[config.mk]
export PLATFORM = sky130hd
export DESIGN_NAME = uart_irq_id
export DESIGN_NICKNAME = d
export VERILOG_FILES = /design/src/rtl/uart_irq_pkg.sv /design/src/rtl/irq_rx_level.sv /design/src/rtl/irq_char_timer.sv /design/src/rtl/irq_prio_enc.sv /design/src/rtl/uart_irq_id.sv
export SDC_FILE = /design/constraint.sdc
export NUM_CORES = 1
export LEC_CHECK = 0
export CAP_MARGIN = 20
export CORE_MARGIN = 3
export CORE_UTILIZATION = 45
export CTS_BUF_LIST = sky130_fd_sc_hd__clkbuf_8
export CTS_CLUSTER_DIAMETER = 80
export CTS_CLUSTER_SIZE = 20
export DETAILED_ROUTE_END_ITERATION = 8
export PLACE_DENSITY = 0.79
export SETUP_SLACK_MARGIN = 0.4
export SLEW_MARGIN = 20
export SYNTH_ARGS = -nofsm -noshare
export SYNTH_HDL_FRONTEND = slang
export SYNTH_SLANG_ARGS = --single-unit
[constraint.sdc]
create_clock -name clk_i -period 1.8 [get_ports clk_i]
set_clock_uncertainty 0.05 [all_clocks]
set_input_delay 0.36 -clock clk_i [delete_from_list [all_inputs] [get_ports clk_i]]
set_output_delay 0.36 -clock clk_i [all_outputs]
set_load 0.01 [all_outputs]
[src/rtl/uart_irq_pkg.sv]
package uart_irq_pkg;
  typedef enum logic [2:0] {
    ID_MODEM = 3'b000,
    ID_THRE  = 3'b001,
    ID_RDA   = 3'b010,
    ID_LINE  = 3'b011,
    ID_TMO   = 3'b110
  } irq_id_e;

  localparam int unsigned MAX_FRAME_BITS = 12;
  localparam int unsigned TMO_CHARS      = 4;
  localparam int unsigned OVERSAMPLE     = 16;

  function automatic logic [3:0] frame_bits(input logic [1:0] db, input logic par,
                                            input logic two_stop);
    frame_bits = 4'd6 + {2'b00, db} + {3'b000, par} + (two_stop ? 4'd2 : 4'd1);
  endfunction
endpackage

[src/rtl/irq_rx_level.sv]
module irq_rx_level #(
  parameter int unsigned CNT_W = 5
) (
  input  logic [1:0]       trig_code_i,
  input  logic [CNT_W-1:0] rx_count_i,
  output logic             rda_o
);
  logic [CNT_W-1:0] level;

  always_comb begin
    unique case (trig_code_i)
      2'b00:   level = CNT_W'(1);
      2'b01:   level = CNT_W'(4);
      2'b10:   level = CNT_W'(8);
      default: level = CNT_W'(14);
    endcase
  end

  assign rda_o = (rx_count_i >= level);
endmodule

[src/rtl/irq_char_timer.sv]
module irq_char_timer
  import uart_irq_pkg::*;
#(
  parameter int unsigned CNT_W = 5
) (
  input  logic             clk_i,
  input  logic             rst_ni,
  input  logic [CNT_W-1:0] rx_count_i,
  input  logic             rx_push_i,
  input  logic             rx_pop_i,
  input  logic             tick16_i,
  input  logic [1:0]       data_bits_i,
  input  logic             parity_en_i,
  input  logic             two_stop_i,
  output logic             tmo_o
);
  localparam int unsigned WIN_MAX = MAX_FRAME_BITS * OVERSAMPLE * TMO_CHARS;
  localparam int unsigned TW      = $clog2(WIN_MAX + 1);

  logic [TW-1:0] cnt_q, limit;
  logic          restart, empty, hit, tmo_q;

  assign limit   = TW'(frame_bits(data_bits_i, parity_en_i, two_stop_i)) *
                   TW'(OVERSAMPLE * TMO_CHARS);
  assign empty   = (rx_count_i == '0);
  assign restart = rx_push_i | rx_pop_i | empty;
  assign hit     = tick16_i & ~restart & (cnt_q >= limit - TW'(1));

  always_ff @(posedge clk_i or negedge rst_ni) begin
    if (!rst_ni) cnt_q <= '0;
    else if (restart) cnt_q <= '0;
    else if (tick16_i && cnt_q < limit) cnt_q <= cnt_q + TW'(1);
  end

  always_ff @(posedge clk_i or negedge rst_ni) begin
    if (!rst_ni) tmo_q <= 1'b0;
    else if (rx_pop_i || empty) tmo_q <= 1'b0;
    else if (hit) tmo_q <= 1'b1;
  end

  assign tmo_o = tmo_q;


  tmo_empty_chk: assert property (@(posedge clk_i) disable iff (!rst_ni)
    (rx_count_i == '0) |=> !tmo_q);

  tmo_pop_chk: assert property (@(posedge clk_i) disable iff (!rst_ni)
    rx_pop_i |=> !tmo_q);
endmodule

[src/rtl/irq_prio_enc.sv]
module irq_prio_enc
  import uart_irq_pkg::*;
(
  input  logic    clk_i,
  input  logic    rst_ni,
  input  logic    line_i,
  input  logic    rda_i,
  input  logic    tmo_i,
  input  logic    thre_i,
  input  logic    modem_i,
  output irq_id_e id_o,
  output logic    pend_o
);
  always_comb begin
    if (line_i)       id_o = ID_LINE;
    else if (rda_i)   id_o = ID_RDA;
    else if (tmo_i)   id_o = ID_TMO;
    else if (thre_i)  id_o = ID_THRE;
    else              id_o = ID_MODEM;
  end

  assign pend_o = line_i | rda_i | tmo_i | thre_i | modem_i;


  line_first_chk: assert property (@(posedge clk_i) disable iff (!rst_ni)
    line_i |-> (id_o == ID_LINE));

  rda_over_tmo_chk: assert property (@(posedge clk_i) disable iff (!rst_ni)
    (rda_i && !line_i) |-> (id_o == ID_RDA));
endmodule

[src/rtl/uart_irq_id.sv]
module uart_irq_id
  import uart_irq_pkg::*;
#(
  parameter int unsigned CNT_W = 5
) (
  input  logic             clk_i,
  input  logic             rst_ni,
  input  logic [3:0]       ien_i,
  input  logic [1:0]       trig_code_i,
  input  logic [CNT_W-1:0] rx_count_i,
  input  logic             rx_push_i,
  input  logic             rx_pop_i,
  input  logic             line_err_i,
  input  logic             modem_delta_i,
  input  logic             tx_empty_i,
  input  logic             tick16_i,
  input  logic [1:0]       data_bits_i,
  input  logic             parity_en_i,
  input  logic             two_stop_i,
  input  logic             rd_lsr_i,
  input  logic             rd_msr_i,
  input  logic             rd_iir_i,
  input  logic             wr_thr_i,
  output logic [7:0]       iir_o,
  output logic             irq_o
);
  logic    rda, tmo, line_q, modem_q, thre_q, tx_prev_q, tx_rise, pend;
  irq_id_e id;

  irq_rx_level #(.CNT_W(CNT_W)) u_level (
    .trig_code_i(trig_code_i), .rx_count_i(rx_count_i), .rda_o(rda));

  irq_char_timer #(.CNT_W(CNT_W)) u_timer (
    .clk_i(clk_i), .rst_ni(rst_ni), .rx_count_i(rx_count_i),
    .rx_push_i(rx_push_i), .rx_pop_i(rx_pop_i), .tick16_i(tick16_i),
    .data_bits_i(data_bits_i), .parity_en_i(parity_en_i),
    .two_stop_i(two_stop_i), .tmo_o(tmo));

  assign tx_rise = tx_empty_i & ~tx_prev_q;

  always_ff @(posedge clk_i or negedge rst_ni) begin
    if (!rst_ni) begin
      line_q    <= 1'b0;
      modem_q   <= 1'b0;
      thre_q    <= 1'b0;
      tx_prev_q <= 1'b1;
    end else begin
      tx_prev_q <= tx_empty_i;
      if (line_err_i) line_q <= 1'b1;
      else if (rd_lsr_i) line_q <= 1'b0;
      if (modem_delta_i) modem_q <= 1'b1;
      else if (rd_msr_i) modem_q <= 1'b0;
      if (tx_rise) thre_q <= 1'b1;
      else if (wr_thr_i || (rd_iir_i && pend && id == ID_THRE)) thre_q <= 1'b0;
    end
  end

  irq_prio_enc u_enc (
    .clk_i(clk_i), .rst_ni(rst_ni),
    .line_i(line_q & ien_i[2]), .rda_i(rda & ien_i[0]), .tmo_i(tmo & ien_i[0]),
    .thre_i(thre_q & ien_i[1]), .modem_i(modem_q & ien_i[3]),
    .id_o(id), .pend_o(pend));

  assign iir_o = {2'b11, 2'b00, id, ~pend};
  assign irq_o = pend;


  line_clear_chk: assert property (@(posedge clk_i) disable iff (!rst_ni)
    (rd_lsr_i && !line_err_i) |=> !line_q);

  modem_clear_chk: assert property (@(posedge clk_i) disable iff (!rst_ni)
    (rd_msr_i && !modem_delta_i) |=> !modem_q);

  thre_write_chk: assert property (@(posedge clk_i) disable iff (!rst_ni)
    (wr_thr_i && !tx_rise) |=> !thre_q);

  thre_keep_chk: assert property (@(posedge clk_i) disable iff (!rst_ni)
    (thre_q && rd_iir_i && !wr_thr_i && iir_o[3:1] != 3'b001) |=> thre_q);
endmodule

==> Word level (Yosys, flattened, before mapping) <==
Index checks and enable logic that the tools add are counted.
{ "totals": {"regBits": 15, "inputBits": 27, "wordCells": 62} }
{ "op_classes": {"n_addsub": 5, "n_lt_le_gt_ge": 3, "n_eq_ne": 3, "n_mux": 16, "bitwise": 17, "reduce_logical": 12} }
{ "op_table": {"columns": ["operator", "count"], "rows": [
  ["10-bit 2-to-1 mux", 2],
  ["4-bit case mux with 3 select lines", 1],
  ["10-bit by 1-bit adder with 10-bit output, second input constant", 1],
  ["10-bit >= comparator", 1],
  ["10-bit less-than comparator", 1],
  ["2-bit nonzero test", 5],
  ["10-bit by 1-bit subtractor with 10-bit output, second input constant", 1],
  ["1-bit 2-to-1 mux", 9],
  ["3-bit 2-to-1 mux", 3],
  ["1-bit bitwise AND", 8],
  ["1-bit bitwise OR", 6],
  ["5-bit by 4-bit >= comparator with 1-bit output", 1],
  ["5-bit zero test", 1],
  ["3-bit by 2-bit adder with 4-bit output, first input constant", 1],
  ["4-bit by 1-bit adder with 4-bit output", 1],
  ["4-bit adder", 1],
  ["3-bit by 1-bit == test with 1-bit output, second input constant", 1],
  ["1-bit logical AND", 3],
  ["1-bit NOT", 3],
  ["2-bit by 1-bit == test with 1-bit output, second input constant", 1],
  ["2-bit == test, second input constant", 1],
  ["2-bit zero test", 1],
  ["1-bit logical OR", 2],
  ["2-bit 2-to-1 mux", 1]
]} }

==> Logic depth before layout (Yosys ltp) <==
{ "depth": {"word_depth": 13, "ltp_mapped": 12} }

==> Hierarchy <==
Synthesis repeated with hierarchy kept, for this count alone.
{ "unflattened": {"cells_unflattened": 146, "area_unflattened_um2": 1322.5} }
{ "by_module_without_submodules": {"columns": ["mod", "n_inst", "cells_per_inst", "area_each_um2"], "rows": [
  ["irq_char_timer", 1, 101, 934.6],
  ["uart_irq_id", 1, 25, 231.5],
  ["irq_rx_level", 1, 15, 120.1],
  ["irq_prio_enc", 1, 5, 36.3]
]} }

==> Worst setup path before layout <==
No wires, ideal clock.
{ "synth_timing": {"kind": "input to register", "start": "input data_bits_i[0]", "end": "register u_timer.cnt_q[9]", "setup_ps": 79, "arrival_ps": 2538, "setup_slack_ps": -867, "path_stages": 12, "path_buffers": 1, "cell_sequence": "inv_1 -> fa_1 -> inv_1 -> ha_1 -> inv_1 -> ha_1 -> ha_1 -> o21a_1 -> o31a_1 -> buf_4 -> nor4b_2 -> mux2i_1"} }
{ "synth_via": {"elab_chain_len": 6} }
{ "synth_lines": {"columns": ["element", "line_no", "rtl"], "rows": [
  ["start, declared", "uart_irq_id.sv:17", "input logic [1:0] data_bits_i,"],
  ["3-bit by 2-bit adder with 4-bit output", "uart_irq_pkg.sv:16", "frame_bits = 4'd6 + {2'b00, db} + {3'b000, par} + (two_stop ? 4'd2 : 4'd1);"],
  ["4-bit by 1-bit adder with 4-bit output", "uart_irq_pkg.sv:16", null],
  ["4-bit adder", "uart_irq_pkg.sv:16", null],
  ["10-bit less-than comparator", "irq_char_timer.sv:32", "else if (tick16_i && cnt_q < limit) cnt_q <= cnt_q + TW'(1);"],
  ["1-bit logical AND", "irq_char_timer.sv:32", null],
  ["2-bit nonzero test (no line)", null, null],
  ["end signal, assigned", "irq_char_timer.sv:32", null],
  ["end, declared", "irq_char_timer.sv:20", "logic [TW-1:0] cnt_q, limit;"]
]} }
No other way between the ends.
A chain may end at the register's enable or synchronous reset.

==> Worst setup path after layout <==
{ "layout_timing": {"start": "input two_stop_i", "end": "register u_timer.cnt_q[5]"} }
{ "layout_via": {"elab_chain_len": 5} }
{ "layout_lines": {"columns": ["element", "line_no", "rtl"], "rows": [
  ["start, declared", "uart_irq_id.sv:19", "input logic two_stop_i,"],
  ["2-bit 2-to-1 mux", "uart_irq_pkg.sv:16", null],
  ["4-bit adder", "uart_irq_pkg.sv:16", null],
  ["10-bit less-than comparator", "irq_char_timer.sv:32", null],
  ["1-bit logical AND", "irq_char_timer.sv:32", null],
  ["2-bit nonzero test (no line)", null, null]
]} }
No other way between the ends.

==> metrics <==
min Tclk post-route=approximately 2.5 ns; Synth Area per Inst=8.67 um^2; GRT overflow=0; Yosys reg bits=15; initial DRC count=about 130; crit path to=u_timer.cnt_q[5]; initial core utilization=about half; dpl ws=-1.37 ns; die width=roughly 60 um; Avg WL per Cell=~19 um; total power=1.11 mW; Vias per Instance=between 6 and 7; first-pass GRT wire length=approximately 6900 um; Syn Std Cell Area=between 0.001 and 0.0015 mm^2; synth warn=0; Synth area leaders=dfrtp_1 (27%), ha_1 (16%), inv_1 (6.1%); IO Pins=36; hold_ws=0.390 ns; vias in the first global route=1465; sequential cell area=about 380 um^2; Reg-to-Reg End=u_timer.cnt_q[5]; share of the synthesized area in the top cell type=between 20 and 30%; via count=around 1500; Sum Neg Setup Slack=-8.26 ns; top-count cell post-synth=inv_1; Final Hold Fails=0; EDFF count, synth=0; # fillers=between 100 and 150; r2r startpoint=u_timer.cnt_q[7]; core area=around 0.0026 mm^2; die area=0.00357 mm^2; power density over the cells=~470 mW/mm^2; initial antenna violation count=0; Leak=a little over 1 nW; Setup crit end kind=flop; CTS max path bufs=2; max cap viols=0; Layout area overhead=80.9%; routability cong.=~0.86; # diodes=0; port bufs=31; Routed WL=about 4700 um; largest net degree at the start of global routing=16; sequential fraction of the synthesis area=approximately 29%; Post-route DRC=0; H-Tree Level Count=1; All-Layer GR Usage=25.9%; violated checks=negative setup slack; Peak VDD IR=0.544 mV; Clock Latency Late Sink=~0.24 ns; Main synth FF type=dfrtp_1; min-delay worst type=input port to asynchronous set/reset pin; crit path DAT=between 2 and 3 ns; Synth cell types=41; TritonCTS Buffers=3; TritonCTS clock tree=yes; critical path class=input port to flop; root buffer cell=clkbuf_8; Worst-path clk slew=about 0.060 ns; first-pass detailed-route iteration total=6; setup ws final=-0.717 ns; Final Setup Violations=16; Tcrit/Tclk final=140%; DP Wirelength=2990 um; Max Freq=roughly 400 MHz; share of cells above drive strength 1=about 54%; post-synth top area cell=dfrtp_1; Slew Viols, Final=0; reg2reg path depth=5; Worst Setup SP=two_stop_i; clock sinks=15; unrepaired setup endpoints after global routing=true; Syn Inst Count=150; ys async rst share=100%; fin nets=about 260; top cells by instance count after synthesis=inv_1 (21), ha_1 (17), a21oi_1 (14), dfrtp_1 (14), nand2_1 (9); reg-to-reg slack, setup=-0.17 ns; outcome=finished with violations; multi-input logic area=~0.0012 mm^2; CP required=approximately 1.9 ns; Placement Rows=18; CP Launch Type=input port; crit path max fanout=5; Chip Height=59.8 um; antenna viol nets, final=0
## flip-flops by register name, indices dropped and copies added (netlist names)
signal,flops
u_timer.cnt_q,10
line_q,1
modem_q,1
thre_q,1
tx_prev_q,1
u_timer.tmo_o,1
## layout make-up
cell class | instances | area share, %
Clock inverter | 1 | 0.160
Multi-Input combinational cell | 111 | 51.8
Sequential cell | 15 | 16.0
Clock buffer | 3 | 1.76
Tap cell | 30 | 1.60
Timing Repair Buffer | 67 | 24.7
Inverter | 21 | 3.99
## cell families after synthesis
group | count (synthesis) | synth area share (%)
adder cells (fa/ha/maj) | 18 | 17.9
buffers and inverters | 27 | 9.53
AND/OR/NAND/NOR | 43 | 19.6
AO/OA/AOI/OAI | 42 | 21.3
flip-flops | 15 | 29.0
multiplexers | 1 | 0.770
other | 2 | 0.578
XOR/XNOR | 2 | 1.35
## where the power goes
part | total, mW | switching, mW | internal, mW
logic | 0.497 | 0.228 | 0.268
registers | 0.356 | 0.0104 | 0.346
clock network | 0.262 | 0.111 | 0.151
total | 1.11 | 0.350 | 0.765
## how the worst min path moves through the flow
| stage | slack [ns] | to | from |
|---|---|---|---|
| 2_1_floorplan | 0.01 | line_q | rst_ni |
| 3_3_place_gp | 0.43 | thre_q | tx_prev_q |
| 3_5_place_dp | 0.45 | thre_q | tx_prev_q |
| 4_1_cts | 0.40 | u_timer.cnt_q[3] | rst_ni |
| 5_1_grt | 0.41 | u_timer.cnt_q[2] | rst_ni |
| 6_report | 0.39 | thre_q | rst_ni |
## worst max-delay path, stage by stage
cell and delay (ns):
buf_8 0.10, fa_2 0.37, inv_2 0.08, ha_4 0.13, inv_2 0.04, ha_4 0.22, ha_4 0.26, o21a_1 0.18
o31a_1 0.39, buf_4 0.20, o31ai_2 0.07, a21oi_1 0.22
## placed cells by master, fill, tap and decap left out, types with 4 or more instances in the layout
cell / Yosys / routed
a21oi_1: 14 / 7
a21oi_2: 0 / 5
buf_2: 0 / 8
buf_4: 6 / 29
buf_6: 0 / 9
clkdlybuf4s50_1: 0 / 14
conb_1: 2 / 4
dfrtp_1: 14 / 14
ha_1: 17 / 5
ha_4: 0 / 11
inv_1: 21 / 12
inv_2: 0 / 8
nand2_1: 9 / 7
nand3_1: 4 / 4
nor2_1: 5 / 4
## stage by stage
| step | instances | instance area, um^2 | util [%] |
|---|---|---|---|
| 2_1_floorplan | 152 | 1490 | - |
| 6_report | 248 | 2350 | 90.0 |
| 4_1_cts | 244 | 2230 | 85.3 |
| 5_1_grt | 248 | 2350 | 90.0 |
| 3_5_place_dp | 235 | 2010 | 76.9 |
| 3_3_place_gp | 235 | 2010 | 76.9 |
## routing by layer
metal | up-vias | part of all wire (%) | GRT usage [%]
met5 | - | 0 | 0
met4 | 0 | 3.7 | 9.81
met3 | 21 | 7.4 | 3.02
met2 | 90 | 49 | 44.0
met1 | 732 | 40 | 33.3
li1 | 666 | - | -
## what timing repair did
| action | CTS | global route |
|---|---|---|
| gates cloned | 1 | 0 |
| pin swaps | 31 | 25 |
| setup endpoints to repair | 17 | 17 |
| setup buffers | 4 | 4 |
| resized for setup | 94 | 26 |
| hold buffers | 0 | 0 |
No activity file was read; power rests on OpenSTA's default activity.
